## src/rtl/cplt_pkg.sv

```systemverilog
package cplt_pkg;

  typedef enum logic [1:0] {
    ST_IDLE,
    ST_SEND,
    ST_GAP
  } cpltState_t;

  // Strobes from control to datapath; at most one emit strobe per cycle.
  typedef struct packed {
    logic load;       // capture byte and flags into the frame register
    logic emitPre;    // opening half-bit
    logic emitTrue;   // first half of a couplet
    logic emitCompl;  // second half of a couplet, then shift
    logic emitPost;   // closing half-bit
    logic emitIdle;   // both legs low
  } cpltStrobe_t;

endpackage

```

## src/rtl/cplt_ctrl.sv

```systemverilog
module cplt_ctrl
  import cplt_pkg::*;
#(
  parameter int DIV    = 8,
  parameter int GAP_W  = 8,
  parameter int NBITS  = 12
) (
  input  logic             clk,
  input  logic             rstN,
  input  logic             inValid,
  output logic             inReady,
  input  logic [GAP_W-1:0] gapCfg,
  output cpltStrobe_t      strb
);

  localparam int PULSES = 2 * NBITS + 2;
  localparam int PW     = $clog2(PULSES + 1);
  localparam int DW     = (DIV > 1) ? $clog2(DIV) : 1;

  cpltState_t       state;
  logic [DW-1:0]    divCnt;
  logic [PW-1:0]    pulseIdx;
  logic [PW-1:0]    nextIdx;
  logic [GAP_W-1:0] gapLeft;
  logic             accept;
  logic             tick;
  logic             lastPulse;

  assign inReady   = (state == ST_IDLE);
  assign accept    = inValid && inReady;
  assign tick      = (divCnt == DW'(DIV - 1));
  assign nextIdx   = pulseIdx + 1'b1;
  assign lastPulse = (pulseIdx == PW'(PULSES - 1));

  always_ff @(posedge clk) begin
    if (!rstN) begin
      state    <= ST_IDLE;
      divCnt   <= '0;
      pulseIdx <= '0;
      gapLeft  <= '0;
    end else if (accept) begin
      state    <= ST_SEND;
      divCnt   <= '0;
      pulseIdx <= '0;
      gapLeft  <= gapCfg;
    end else if (state != ST_IDLE) begin
      divCnt <= tick ? '0 : divCnt + 1'b1;
      if (tick) begin
        if (state == ST_SEND) begin
          if (lastPulse) begin
            pulseIdx <= '0;
            state    <= (gapLeft == '0) ? ST_IDLE : ST_GAP;
          end else begin
            pulseIdx <= nextIdx;
          end
        end else begin
          gapLeft <= gapLeft - 1'b1;
          if (gapLeft == GAP_W'(1)) state <= ST_IDLE;
        end
      end
    end
  end

  always_comb begin
    strb         = '0;
    strb.load    = accept;
    strb.emitPre = accept;
    if (state == ST_SEND && tick) begin
      if (lastPulse)                        strb.emitIdle  = 1'b1;
      else if (nextIdx == PW'(PULSES - 1))  strb.emitPost  = 1'b1;
      else if (nextIdx[0])                  strb.emitTrue  = 1'b1;
      else                                  strb.emitCompl = 1'b1;
    end
  end

endmodule

```

## src/rtl/cplt_dp.sv

```systemverilog
module cplt_dp
  import cplt_pkg::*;
#(
  parameter int DATA_W = 8,
  parameter int NBITS  = DATA_W + 4
) (
  input  logic              clk,
  input  logic              rstN,
  input  cpltStrobe_t       strb,
  input  logic [DATA_W-1:0] inData,
  input  logic              inSof,
  input  logic              inBerr,
  output logic              txPos,
  output logic              txNeg
);

  // Frame order, LSB leaves first: sync, sync, SOF, data LSB..MSB, error flag.
  logic [NBITS-1:0] frame;

  always_ff @(posedge clk) begin
    if (!rstN) begin
      frame <= '0;
      txPos <= 1'b0;
      txNeg <= 1'b0;
    end else begin
      if (strb.load) frame <= {inBerr, inData, inSof, 2'b00};
      if (strb.emitPre) begin
        txPos <= 1'b1;
        txNeg <= 1'b0;
      end else if (strb.emitTrue) begin
        txPos <= frame[0];
        txNeg <= ~frame[0];
      end else if (strb.emitCompl) begin
        txPos <= ~frame[0];
        txNeg <= frame[0];
        frame <= frame >> 1;
      end else if (strb.emitPost) begin
        txPos <= 1'b0;
        txNeg <= 1'b1;
      end else if (strb.emitIdle) begin
        txPos <= 1'b0;
        txNeg <= 1'b0;
      end
    end
  end

endmodule

```

## src/rtl/cplt_ser.sv

```systemverilog
module cplt_ser
  import cplt_pkg::*;
#(
  parameter int CLK_HZ   = 32_000_000,
  parameter int PULSE_HZ = 4_000_000,
  parameter int DATA_W   = 8,
  parameter int GAP_W    = 8
) (
  input  logic              clk,
  input  logic              rstN,
  input  logic              inValid,
  output logic              inReady,
  input  logic [DATA_W-1:0] inData,
  input  logic              inSof,
  input  logic              inBerr,
  input  logic [GAP_W-1:0]  gapCfg,
  output logic              txPos,
  output logic              txNeg
);

  localparam int DIV   = CLK_HZ / PULSE_HZ;
  localparam int NBITS = DATA_W + 4;

  cpltStrobe_t strb;

  cplt_ctrl #(.DIV(DIV), .GAP_W(GAP_W), .NBITS(NBITS)) u_ctrl (
    .clk     (clk),
    .rstN    (rstN),
    .inValid (inValid),
    .inReady (inReady),
    .gapCfg  (gapCfg),
    .strb    (strb)
  );

  cplt_dp #(.DATA_W(DATA_W), .NBITS(NBITS)) u_dp (
    .clk    (clk),
    .rstN   (rstN),
    .strb   (strb),
    .inData (inData),
    .inSof  (inSof),
    .inBerr (inBerr),
    .txPos  (txPos),
    .txNeg  (txNeg)
  );

endmodule

```

## config.mk

```make
export PLATFORM = sky130hd
export DESIGN_NAME = cplt_ser
export DESIGN_NICKNAME = d
export VERILOG_FILES = /design/src/rtl/cplt_pkg.sv /design/src/rtl/cplt_ctrl.sv /design/src/rtl/cplt_dp.sv /design/src/rtl/cplt_ser.sv
export SDC_FILE = /design/constraint.sdc
export NUM_CORES = 1
export LEC_CHECK = 0
export ABC_CLOCK_PERIOD_IN_PS = 4100
export BUFFER_PORTS_ARGS = -buffer_cell sky130_fd_sc_hd__buf_2
export CAP_MARGIN = 20
export CORE_UTILIZATION = 30
export CTS_CLUSTER_SIZE = 30
export DETAILED_ROUTE_END_ITERATION = 7
export HOLD_SLACK_MARGIN = 0.12
export SYNTH_ARGS = -nofsm -noshare
export SYNTH_HDL_FRONTEND = slang
export SYNTH_HIERARCHICAL = 1
export SYNTH_SLANG_ARGS = --single-unit
```

## constraint.sdc

```tcl
create_clock -name clk -period 4.1 [get_ports clk]
set_input_delay 0.41 -clock clk [delete_from_list [all_inputs] [get_ports clk]]
set_output_delay 0.41 -clock clk [all_outputs]
set_load 0.02 [all_outputs]
```

==> metrics.txt <==
most frequent cells in the layout=dfxtp_1 (32), buf_2 (23), a21oi_1 (16); DRC viols=0; Worst Path Arrival=2.87 ns; Worst path max stage delay=0.43 ns; final instance area=0.00202 sq mm; setup repair after global routing missed its margin=no; die height=79.5 microns; worst setup path class=flip-flop to flip-flop; post-synthesis sequential area ratio=35.6%; P_leak=0.781 nW; Post-CTS Setup Repair Bufs=0; Iter 0 DRT Violations=109; CTS tree=yes; global-route usage over all layers=12.3%; row count=27; Netlist cell types=50; Hold Crit Class=primary input to flip-flop; main flop type after synthesis=dfxtp_1; P&R area growth vs syn=12.4%; cell family with most CP delay=simple AND/OR/NAND/NOR gates; vias per inst=5.08; Final #Nets=245; Max-cap violations=0; Final Skew=0.00514 ns; antenna violations before repair=0; Slew Viols, Final=0; Least-Margin Pin Slew=0.554 ns; Buffers & Inverters on Critical Path=0; H-Tree Level Count=2; Yosys reg bits=32; grt ovf=0; Pre-antenna DRT Iters=4; Fmax=0.377 GHz; Placer Congestion=0.814; critical path required time=4.32 ns; vias in the first global route=1353; Avg Synthesized Cell Area=9.10 sq um; Port Buffer Count=23; die width=79.5 microns; Hold Fails Final Rpt=0; Critical Path Sink Type=flip-flop; total number of vias=1467; CP Max Fanout=20; Area after DPL=0.00193 sq mm; I/O Pins=24; critical path cell sequence=ha_1, ha_1, nand3b_1, nor2_1, nand2_1, a21oi_1, or3b_4, nand3b_1, a21oi_1; mapped cell area=0.00180 sq mm; most common cell after layout, fill and taps aside=dfxtp_1; post_cts resized=0; WL final=3490 microns; number of fill cells=571; clock latency at the later pin of the worst-skew pair=0.28 ns; R2R cell count=9; Antenna Cells=0; final worst path period share=64.7%; CTS clk-pin slew, worst paths=0.07 ns; Hold Path Stages=2; first-pass GRT wire length=5970 microns; min cycle time layout=2.65 ns; CP max-delay cell=or3b_4; layout cell share with drive strength beyond 1=26.3%; post-synthesis net count=227; clock sink count=32; cell count after synthesis=198; DP HPWL=2460 microns; clock buffer depth=2; setup TNS=0 ns; Crit. path cell count=9; Initial Utilization=31.9%; Post-synth EDFFs=0; share of flip-flops with an asynchronous set or reset=0%; Core Box Area=0.00564 sq mm; Rel. slew slack=63.0%; Setup Viol. Count Final=0; Num CTS Buffers=5; clock root buffer=clkbuf_8; CTS Hold Bufs=0; crit start category=flip-flop; die area=0.00632 sq mm; antenna viol nets, final=0; final core occ=35.9%; Power Dens Cells=334 mW/mm^2; largest net degree at the start of global routing=23; status=finished, final reports clean; Ys Warns=6; worst vdd ir=0.193 mV; Routed WL per cell=12.1 microns
==> worst register-to-register path, stage by stage (launching register included) <==
cell      delay, ns
dfxtp_1        0.36
ha_1           0.15
ha_1           0.35
nand3b_1       0.31
nor2_1         0.27
nand2_1        0.10
a21oi_1        0.33
or3b_4         0.43
nand3b_1       0.14
a21oi_1        0.14
==> path summary, 6_finish.rpt <==
check	slack, ns	startpoint	to
worst max-delay path	1.45	u_ctrl/divCnt[0]	u_dp/frame[1]
worst min-delay path	0.36	gapCfg[2]	u_ctrl/gapLeft[2]
worst max register to register	1.45	u_ctrl/divCnt[0]	u_dp/frame[1]
worst min register to register	0.47	u_ctrl/divCnt[1]	u_ctrl/divCnt[1]
==> metal layers <==
metal	share of wire, %	global-route usage (%)	routed length (microns)	vias up
met5	0	0	0	-
met4	1.7	6.55	58	0
met3	4.8	3.89	166	4
met2	45	19.4	1550	41
met1	49	14.8	1710	674
li1	-	-	-	748
==> flip-flops by register name (all words and copies together), names as in the netlist <==
name / cells
u_dp/frame: 12
u_ctrl/gapLeft: 8
u_ctrl/pulseIdx: 5
u_ctrl/divCnt: 3
u_ctrl/state: 2
u_dp/txNeg: 1
u_dp/txPos: 1
==> Yosys cell counts, types with 4 or more instances <==
| cell type | instances | area, sq um |
|---|---|---|
| a211oi_2 | 9 | 113 |
| a21oi_1 | 16 | 80.1 |
| buf_2 | 6 | 30.0 |
| dfxtp_1 | 32 | 641 |
| ha_1 | 8 | 100 |
| inv_1 | 7 | 26.3 |
| mux2i_1 | 10 | 100 |
| nand2_1 | 13 | 48.8 |
| nand3_1 | 5 | 25.0 |
| nor2_1 | 12 | 45.0 |
| nor2_2 | 9 | 56.3 |
| nor3_1 | 5 | 25.0 |
| o21ai_0 | 5 | 25.0 |
| o21ai_1 | 4 | 20.0 |
==> report_power, final <==
| part | switching (mW) | leakage, nW | internal, mW |
|---|---|---|---|
| combinational | 0.0429 | 0.469 | 0.0392 |
| clock | 0.119 | 0.0510 | 0.134 |
| sequential | 0.0145 | 0.262 | 0.326 |
==> kinds of logic (layout without fill, tap and decap cells) <==
kind of cell	count (synthesis)	in the layout	share of synthesized area, %
compound gates	53	53	21.7
xor+xnor	4	4	1.94
fa+ha+maj	8	8	5.56
buf+inv	20	39	5.83
flops	32	32	35.6
mux	10	10	5.56
simple gates	71	71	23.9
==> layout make-up <==
| cell class | count | area (sq um) | share of cell area [%] |
|---|---|---|---|
| inverter | 8 | 30.0 | 1.48 |
| sequential | 32 | 641 | 31.6 |
| tap | 72 | 90.1 | 4.45 |
| timing repair buffer | 23 | 115 | 5.69 |
| clock inverter | 2 | 10.0 | 0.494 |
| multi-input combinational | 146 | 1060 | 52.2 |
| clock buffer | 6 | 82.6 | 4.08 |
==> through the flow <==
step	cells	hold WS [ns]	power, mW	setup slack (ns)
floorplan	198	0.431	0.410	1.96
global placement	281	0.449	0.429	1.60
detailed placement	281	0.459	0.431	1.47
CTS	289	0.356	0.687	1.46
global route	289	0.360	0.714	1.20
finish	289	0.364	0.676	1.45
Note: power is estimated with default switching activity, not from simulation.
